## config.mk

```make
export PLATFORM = sky130hd
export DESIGN_NAME = pin_event_irq
export DESIGN_NICKNAME = d
export VERILOG_FILES = /design/src/rtl/pin_event_pkg.sv /design/src/rtl/pin_event_sync.sv /design/src/rtl/pin_event_cell.sv /design/src/rtl/pin_event_regs.sv /design/src/rtl/pin_event_flag.sv /design/src/rtl/pin_event_irq.sv
export SDC_FILE = /design/constraint.sdc
export NUM_CORES = 1
export LEC_CHECK = 0
export BUFFER_PORTS_ARGS = -buffer_cell sky130_fd_sc_hd__buf_2
export CORE_MARGIN = 10
export CORE_UTILIZATION = 55
export CTS_CLUSTER_DIAMETER = 60
export DETAILED_ROUTE_END_ITERATION = 6
export PLACE_DENSITY = 0.77
export RECOVER_POWER = 50
export SLEW_MARGIN = 25
export SYNTH_ARGS = -nofsm -noshare
export SYNTH_HDL_FRONTEND = slang
export SYNTH_SLANG_ARGS = --single-unit
```

## constraint.sdc

```tcl
create_clock -name clk -period 2 [get_ports clk]
set_clock_uncertainty 0.15 [all_clocks]
set_input_delay 0.1 -clock clk [delete_from_list [all_inputs] [get_ports clk]]
set_output_delay 0.1 -clock clk [all_outputs]
set_load 0.1 [all_outputs]
```

## src/rtl/pin_event_pkg.sv

```systemverilog
package pin_event_pkg;

    localparam int ADDR_W = 2;

    typedef enum logic [ADDR_W-1:0] {
        REG_ENABLE = 2'd0,
        REG_MODE   = 2'd1,
        REG_POLAR  = 2'd2,
        REG_CTRL   = 2'd3
    } reg_addr_e;

    localparam int CTRL_IRQ_EN_BIT = 0;
    localparam int CTRL_ACK_BIT    = 1;
    localparam int CTRL_FLAG_BIT   = 2;
    localparam int CTRL_BITS       = 3;

endpackage

```

## src/rtl/pin_event_sync.sv

```systemverilog
module pin_event_sync #(
    parameter int NUM_PINS = 8,
    parameter int STAGES   = 2
) (
    input  logic                clk,
    input  logic                rst_n,
    input  logic [NUM_PINS-1:0] pins_i,
    output logic [NUM_PINS-1:0] now_o,
    output logic [NUM_PINS-1:0] prev_o
);

    localparam int DEPTH = STAGES + 1;

    logic [DEPTH-1:0][NUM_PINS-1:0] chain_d, chain_q;

    always_comb begin
        chain_d[0] = pins_i;
        for (int i = 1; i < DEPTH; i++) begin
            chain_d[i] = chain_q[i-1];
        end
    end

    always_ff @(posedge clk or negedge rst_n) begin
        if (!rst_n) begin
            chain_q <= '0;
        end else begin
            chain_q <= chain_d;
        end
    end

    assign now_o  = chain_q[STAGES-1];
    assign prev_o = chain_q[STAGES];

endmodule

```

## src/rtl/pin_event_cell.sv

```systemverilog
module pin_event_cell (
    input  logic now_i,
    input  logic prev_i,
    input  logic enable_i,
    input  logic level_mode_i,
    input  logic polarity_i,
    output logic edge_evt_o,
    output logic level_evt_o
);

    logic rise, fall, edge_hit, at_active;

    always_comb begin
        rise        = now_i & ~prev_i;
        fall        = ~now_i & prev_i;
        edge_hit    = polarity_i ? rise : fall;
        at_active   = polarity_i ? now_i : ~now_i;
        edge_evt_o  = enable_i & edge_hit;
        level_evt_o = enable_i & level_mode_i & at_active;
    end

endmodule

```

## src/rtl/pin_event_regs.sv

```systemverilog
module pin_event_regs
    import pin_event_pkg::*;
#(
    parameter int NUM_PINS = 8
) (
    input  logic                clk,
    input  logic                rst_n,
    input  logic                wr_i,
    input  logic [ADDR_W-1:0]   addr_i,
    input  logic [NUM_PINS-1:0] wdata_i,
    input  logic                flag_i,
    output logic [NUM_PINS-1:0] rdata_o,
    output logic [NUM_PINS-1:0] enable_o,
    output logic [NUM_PINS-1:0] level_mode_o,
    output logic [NUM_PINS-1:0] polarity_o,
    output logic                irq_en_o,
    output logic                ack_o
);

    typedef struct packed {
        logic [NUM_PINS-1:0] enable;
        logic [NUM_PINS-1:0] level_mode;
        logic [NUM_PINS-1:0] polarity;
        logic                irq_en;
    } cfg_t;

    cfg_t cfg_d, cfg_q;
    reg_addr_e sel;

    always_comb begin
        sel   = reg_addr_e'(addr_i);
        cfg_d = cfg_q;
        ack_o = 1'b0;
        if (wr_i) begin
            case (sel)
                REG_ENABLE: cfg_d.enable     = wdata_i;
                REG_MODE:   cfg_d.level_mode = wdata_i;
                REG_POLAR:  cfg_d.polarity   = wdata_i;
                default: begin
                    cfg_d.irq_en = wdata_i[CTRL_IRQ_EN_BIT];
                    ack_o        = wdata_i[CTRL_ACK_BIT];
                end
            endcase
        end
    end

    always_ff @(posedge clk or negedge rst_n) begin
        if (!rst_n) begin
            cfg_q <= '0;
        end else begin
            cfg_q <= cfg_d;
        end
    end

    always_comb begin
        rdata_o = '0;
        case (sel)
            REG_ENABLE: rdata_o = cfg_q.enable;
            REG_MODE:   rdata_o = cfg_q.level_mode;
            REG_POLAR:  rdata_o = cfg_q.polarity;
            default: begin
                rdata_o[CTRL_IRQ_EN_BIT] = cfg_q.irq_en;
                rdata_o[CTRL_FLAG_BIT]   = flag_i;
            end
        endcase
    end

    assign enable_o     = cfg_q.enable;
    assign level_mode_o = cfg_q.level_mode;
    assign polarity_o   = cfg_q.polarity;
    assign irq_en_o     = cfg_q.irq_en;

    // a written register holds its value once the strobe is gone
    p_cfg_stable_r10: assert property (@(posedge clk) disable iff (!rst_n)
        !wr_i |=> $stable(cfg_q));

endmodule

```

## src/rtl/pin_event_flag.sv

```systemverilog
module pin_event_flag (
    input  logic clk,
    input  logic rst_n,
    input  logic edge_any_i,
    input  logic level_any_i,
    input  logic ack_i,
    output logic flag_o
);

    typedef struct packed {
        logic flag;
    } flag_t;

    flag_t st_d, st_q;

    always_comb begin
        st_d = st_q;
        if (ack_i) begin
            st_d.flag = edge_any_i;
        end else if (edge_any_i || level_any_i) begin
            st_d.flag = 1'b1;
        end
    end

    always_ff @(posedge clk or negedge rst_n) begin
        if (!rst_n) begin
            st_q <= '0;
        end else begin
            st_q <= st_d;
        end
    end

    assign flag_o = st_q.flag;

    p_ack_clears_r7: assert property (@(posedge clk) disable iff (!rst_n)
        (ack_i && !edge_any_i) |=> !flag_o);

    p_flag_sticky_r7: assert property (@(posedge clk) disable iff (!rst_n)
        (flag_o && !ack_i) |=> flag_o);

    p_no_event_no_flag_r2: assert property (@(posedge clk) disable iff (!rst_n)
        (!flag_o && !edge_any_i && !level_any_i) |=> !flag_o);

    p_level_sets_r5: assert property (@(posedge clk) disable iff (!rst_n)
        (level_any_i && !ack_i) |=> flag_o);

endmodule

```

## src/rtl/pin_event_irq.sv

```systemverilog
module pin_event_irq
    import pin_event_pkg::*;
#(
    parameter int NUM_PINS    = 8,
    parameter int SYNC_STAGES = 2
) (
    input  logic                clk,
    input  logic                rst_n,
    input  logic [NUM_PINS-1:0] pins_i,
    input  logic                wr_i,
    input  logic [ADDR_W-1:0]   addr_i,
    input  logic [NUM_PINS-1:0] wdata_i,
    output logic [NUM_PINS-1:0] rdata_o,
    output logic                irq_o,
    output logic                wake_o
);

    logic [NUM_PINS-1:0] pin_now, pin_prev;
    logic [NUM_PINS-1:0] enable, level_mode, polarity;
    logic [NUM_PINS-1:0] edge_evt, level_evt;
    logic                irq_en, ack, flag;

    pin_event_sync #(
        .NUM_PINS (NUM_PINS),
        .STAGES   (SYNC_STAGES)
    ) u_sync (
        .clk    (clk),
        .rst_n  (rst_n),
        .pins_i (pins_i),
        .now_o  (pin_now),
        .prev_o (pin_prev)
    );

    pin_event_regs #(
        .NUM_PINS (NUM_PINS)
    ) u_regs (
        .clk          (clk),
        .rst_n        (rst_n),
        .wr_i         (wr_i),
        .addr_i       (addr_i),
        .wdata_i      (wdata_i),
        .flag_i       (flag),
        .rdata_o      (rdata_o),
        .enable_o     (enable),
        .level_mode_o (level_mode),
        .polarity_o   (polarity),
        .irq_en_o     (irq_en),
        .ack_o        (ack)
    );

    for (genvar p = 0; p < NUM_PINS; p++) begin : g_pin
        pin_event_cell u_cell (
            .now_i        (pin_now[p]),
            .prev_i       (pin_prev[p]),
            .enable_i     (enable[p]),
            .level_mode_i (level_mode[p]),
            .polarity_i   (polarity[p]),
            .edge_evt_o   (edge_evt[p]),
            .level_evt_o  (level_evt[p])
        );
    end

    pin_event_flag u_flag (
        .clk         (clk),
        .rst_n       (rst_n),
        .edge_any_i  (|edge_evt),
        .level_any_i (|level_evt),
        .ack_i       (ack),
        .flag_o      (flag)
    );

    assign irq_o  = flag & irq_en;
    assign wake_o = flag;

    p_irq_implies_wake_r8: assert property (@(posedge clk) disable iff (!rst_n)
        irq_o |-> wake_o);

    // disabled pins contribute no event of either kind
    p_disabled_quiet_r2: assert property (@(posedge clk) disable iff (!rst_n)
        ((edge_evt | level_evt) & ~enable) == '0);

endmodule

```

==> impl_metrics.toml, run 1 <==
[run_status]
status = "completed"

[clock_tree]
worstSkewPairLatency_ns = 0.29
cts_tree = "yes"
clk_pin_slew_ns = 0.08
cts_buffer_depth = 2
cts.sinks = 50
cts_buffers = 5
clockRootBuffer = "clkbuf_8"
htreeDepth = 2

[setup_path]
end_kind = "primary output"
worst-setup-path-type = "reg -> out"
critPathRequiredTime_ns = 1.75
timing.rr.end = "u_flag.flag_o"
cp.depth = 2
crit_buf_inv = 1
cp_top_family = "multiplexers"
cp.arrival_ns = 1.54
startpoint_type = "register"
rrSetupSlack_ns = 0.32
timing.rr.start = "u_regs.polarity_o[1]"
cp_slowest_cell = "mux4_2"
critPathMaxFanout = 4
reg2reg_depth = 5
max_stage_delay_ns = 0.50
cp_cell_sequence = "mux4_2, buf_2"

[placement]
dp_hpwl_um = 3260
place_congestion = 0.796
port_buffers = 30
post-place-cells = 236

[power_and_ir_drop]
leakagePower_nw = 1.15
irDropWorstVdd_mv = 0.537
seqPwrFrac_pct = 48.6
comb_power_share_pct = 29.0
power_switching_w = 0.000869
power_frac_clock_pct = 22.4
swShare_pct = 33.6
pwr_density_cell_mw_per_mm2 = 972
p_int_w = 0.00172

[floorplanning]
ios = 31
start_util_pct = 56.6
core_area_mm2 = 0.00363
die_h_um = 81.2
die-area_mm2 = 0.00659
rows = 22
die_w_um = 81.2

[hold_path]
hp-class = "in -> reg"
whs_endpoint = "u_flag.flag_o"
whs_path_depth = 3
hp-start = "wr_i"

[final_layout]
nNetsFinal = 233
fin_cells = 261
syn_to_final_growth_pct = 29.4
num_antenna_cells = 0
mostFrequentLayoutCell = "dfrtp_1"
drive_gt1_share_pct = 35.2
final_cell_mix = "dfrtp_1 (50), mux2_2 (25), buf_2 (22)"

[grt]
globalRouteTotalUtil_pct = 14.8
grt_pass1_vias = 1543
grt_pass1_wl_um = 7560
overflow = 0
grt_max_degree = 32
antenna_found_initial = 0

[timing]
setup_viol = 0
final_max_slew_viol_count = 0
slew_headroom_pct = 48.7
min_period_over_period_pct = 89.7
rsz0062_at_grt = "false"
final-hold-violation-count = 0
timing.setup.tns_ns = 0
worst_pin_slew_ns = 0.769
fmax_ghz = 0.557
period_needed_ns = 1.79

[yosys]
synth_enable_flop_cells = 0
ys_types = 23
netlist_instances = 154
synth_ff_type = "dfrtp_1"
syn-cell-area_mm2 = 0.00206
ys_warn_count = 0
synth-seq-cells = 50
async_flop_share_pct = 100
seq_area_frac_synth_pct = 60.8
avgSynthCellArea_um2 = 13.4
synth_nets = 175

[detailed_routing]
drc = 0
ant_nets = 0
wl_per_cell_um = 17.1
first_pass_iters = 4
viasPerCell = 5.45
finalWirelength_um = 4470
vias = 1422
drtIter0Drc = 119

[flow_run]
cap_violations = 0
-- flip-flops by register name, indices dropped and copies added (netlist names) --
register             flops
u_regs.polarity_o        8
u_flag.flag_o            1
u_regs.level_mode_o      8
u_sync.now_o             8
u_sync.chain_d           8
u_regs.irq_en_o          1
u_sync.prev_o            8
u_regs.enable_o          8
-- area by class of cell --
cell class | count | area [um^2]
tap | 48 | 60.1
timing repair buffer | 54 | 454
multi-input combinational | 101 | 806
clock buffer | 7 | 86.3
fill | 253 | 971
clock inverter | 1 | 5.00
sequential | 50 | 1250
-- metal layers --
metal  vias to the layer above  global-route usage [%]  part of all wire [%]
met5                         -                       0                     0
met4                         0                    6.57                   1.5
met3                         7                    4.42                   8.2
met2                        47                    22.5                    48
met1                       695                    19.1                    42
li1                        673                       -                     -
-- power by group through the flow --
stage          Sequential, W  Clock, W  Combinational (W)
3_3_place_gp         0.00126         0           0.000718
4_1_cts              0.00125  0.000594           0.000761
2_1_floorplan        0.00124         0           0.000517
3_5_place_dp         0.00127         0           0.000731
6_report             0.00126  0.000580           0.000751
5_1_grt              0.00128  0.000635           0.000800
-- worst max-delay path by stage --
stage                                     from             to  slack [ns]
final                            u_flag.flag_o     rdata_o[2]        0.21
after detailed placement  u_regs.polarity_o[1]  u_flag.flag_o        0.32
after floorplan             u_regs.enable_o[6]     rdata_o[6]       -0.02
after CTS                        u_flag.flag_o     rdata_o[2]        0.22
after global routing      u_regs.polarity_o[2]     rdata_o[2]        0.17
after global placement    u_regs.polarity_o[1]  u_flag.flag_o        0.38
-- cell families (layout without fill, tap and decap cells) --
kind of cell | Yosys count | in the layout | share of synthesized area (%)
flops | 50 | 50 | 60.8
mux | 34 | 34 | 19.3
compound gates | 19 | 19 | 5.59
simple gates | 41 | 41 | 10.6
xor+xnor | 7 | 7 | 2.98
buf+inv | 3 | 62 | 0.790
-- cell usage after synthesis, types with 3 or more instances --
cell,number,area (um^2)
dfrtp_1,50,1250
mux2i_1,7,70.1
nand3_1,9,45.0
nand2b_1,7,43.8
nand4_1,3,18.8
nand2_1,15,56.3
a22oi_1,4,30.0
o22ai_1,6,37.5
xnor2_1,7,61.3
o21ai_0,7,35.0
mux2_2,25,282
-- repair_timing --
item / CTS / global route
setup buffers: 0 / 0
hold endpoints to repair: 62 / 0
hold buffers: 17 / 0
gates resized for setup: 0 / 0
-- through the flow --
| step | util, % | hold slack (ns) | power [W] | instance area [um^2] | worst slack [ns] |
|---|---|---|---|---|---|
| 4_1_cts | 73.7 | 0.0149 | 0.00261 | 2680 | 0.218 |
| 2_1_floorplan | - | -0.346 | 0.00176 | 2080 | -0.0247 |
| 3_5_place_dp | 66.5 | 0.0208 | 0.00200 | 2410 | 0.317 |
| 5_1_grt | 73.3 | 0.0231 | 0.00271 | 2660 | 0.172 |
| 3_3_place_gp | 66.5 | 0.0151 | 0.00198 | 2410 | 0.385 |
| 6_report | 73.3 | 0.0212 | 0.00259 | 2660 | 0.206 |
-- worst register-to-register path, stage by stage, from the launching register on --
cell	delay, ns
dfrtp_1	0.44
xnor2_1	0.15
nand3_1	0.10
nand4_1	0.08
or4_1	0.49
a21o_1	0.16
Note: power is estimated with default switching activity, not from simulation.
==> inputs of run 2 (changes only) <==
==> constraint.sdc (replaced) <==
create_clock -name clk -period 2 [get_ports clk]
set_clock_uncertainty 0.15 [all_clocks]
set_input_delay 0.3 -clock clk [delete_from_list [all_inputs] [get_ports clk]]
set_output_delay 0.3 -clock clk [all_outputs]
set_load 0.1 [all_outputs]
==> impl_metrics.toml, run 2 (synthesis results as in run 1) <==
[power_and_ir_drop]
p_int_w = 0.00172
pwr_density_cell_mw_per_mm2 = 992
power_switching_w = 0.000883
seqPwrFrac_pct = 48.0
swShare_pct = 33.9
irDropWorstVdd_mv = 0.625
power_frac_clock_pct = 23.4
total_power_w = 0.00260
comb_power_share_pct = 28.6
leakagePower_nw = 1.15

[floorplanning]
ios = 31
die-area_mm2 = 0.00659
die_w_um = 81.2
rows = 22
start_util_pct = 56.6
core_area_mm2 = 0.00363
die_h_um = 81.2

[run_status]
status = "completed"

[detailed_routing]
viasPerCell = 5.50
finalWirelength_um = 4320
wl_per_cell_um = 16.9
drc = 0
ant_nets = 0
first_pass_iters = 4
vias = 1408
drtIter0Drc = 90

[setup_path]
reg2reg_depth = 5
startpoint = "u_regs.polarity_o[0]"
timing.rr.end = "u_flag.flag_o"
cp.arrival_ns = 1.50
critPathRequiredTime_ns = 1.55
timing.rr.start = "u_regs.polarity_o[1]"
rrSetupSlack_ns = 0.27
critPathMaxFanout = 5
startpoint_type = "register"
worst-setup-path-type = "reg -> out"
end_kind = "primary output"

[clock_tree]
cts_tree = "yes"
clockRootBuffer = "clkbuf_8"
cts_buffer_depth = 2
htreeDepth = 2
worstSkewPairLatency_ns = 0.31
cts_buffers = 5
cts.sinks = 50
clk_pin_slew_ns = 0.08
cts_setup_buffers = 0

[placement]
port_buffers = 30
dp_hpwl_um = 3300
dpl_worst_slack_ns = 0.190
post-place-cells = 239
placed_area_mm2 = 0.00245
place_congestion = 0.805

[timing]
final_max_slew_viol_count = 0
worst_pin_slew_ns = 0.671
period_needed_ns = 1.95
timing.hold.ws_ns = 0.105
setup_viol = 0
min_period_over_period_pct = 97.7
fmax_ghz = 0.512
fin_ws_ns = 0.0465
final-hold-violation-count = 0
slew_headroom_pct = 55.3
rsz0062_at_grt = "false"

[hold_path]
whs_endpoint = "u_regs.level_mode_o[6]"
whs_path_depth = 2
hp-class = "in -> reg"
hp-start = "wdata_i[6]"

[grt]
grt_pass1_vias = 1502
overflow = 0
antenna_found_initial = 0
globalRouteTotalUtil_pct = 14.2
grt_max_degree = 23
grt_pass1_wl_um = 7170

[final_layout]
nNetsFinal = 228
syn_to_final_growth_pct = 27.5
fillCellCount = 250
mostFrequentLayoutCell = "dfrtp_1"
final_cell_mix = "dfrtp_1 (49), mux2_2 (25), buf_2 (22)"
final_area_mm2 = 0.00262
fin_cells = 256
drive_gt1_share_pct = 39.4
num_antenna_cells = 0

[flow_run]
cap_violations = 0
[run 2: changes by cell type in the layout (fill, tap and decap cells not counted), moves of 2 or more]
cell,change
clkbuf_1,-3
buf_4,+4
clkinv_4,+2
dlygate4sd3_1,-8
[run 2: worst max-delay path by stage]
stage | endpoint
global route | rdata_o[0]
finish | rdata_o[0]
detailed placement | rdata_o[0]
floorplan | rdata_o[6]
CTS | rdata_o[2]
global placement | rdata_o[0]
[run 2: what timing repair did]
item,in CTS,in global routing
resized for setup,0,1
endpoints found under the hold margin,19,0
hold buffers,9,0
endpoints found under the setup margin,0,1
[run 2: metal layers]
metal  track usage, %  up-vias  share of wire [%]
met5                0        -                  0
met4             6.23        0                1.8
met3             4.19        9                4.1
met2             24.9       28                 54
met1             15.7      702                 41
li1                 -      669                  -
[run 2: critical path, stage by stage, from the launching register on]
cell	delay, ns
dfrtp_1	0.44
mux4_2	0.46
buf_2	0.30
[run 2: power by group through the flow]
| stage | clock [W] | combinational, W | sequential (W) |
|---|---|---|---|
| CTS | 0.000630 | 0.000757 | 0.00125 |
| finish | 0.000609 | 0.000745 | 0.00125 |
| floorplan | 0 | 0.000515 | 0.00124 |
| global placement | 0 | 0.000725 | 0.00126 |
| global route | 0.000668 | 0.000791 | 0.00127 |
| detailed placement | 0 | 0.000739 | 0.00127 |
[run 2: stage by stage]
stage / setup TNS [ns] / utilization [%]
3_5_place_dp: 0 / 67.4
2_1_floorplan: -0.765 / -
5_1_grt: 0 / 72.2
6_report: 0 / 72.2
4_1_cts: 0 / 72.6
3_3_place_gp: 0 / 67.4
[run 2: final cells by class]
| type | instances | area [um^2] | share of cell area [%] |
|---|---|---|---|
| clock inverter | 2 | 17.5 | 0.668 |
| clock buffer | 6 | 82.6 | 3.15 |
| tap | 48 | 60.1 | 2.29 |
| multi-input combinational | 101 | 807 | 30.8 |
| sequential | 50 | 1250 | 47.7 |
| timing repair buffer | 49 | 404 | 15.4 |
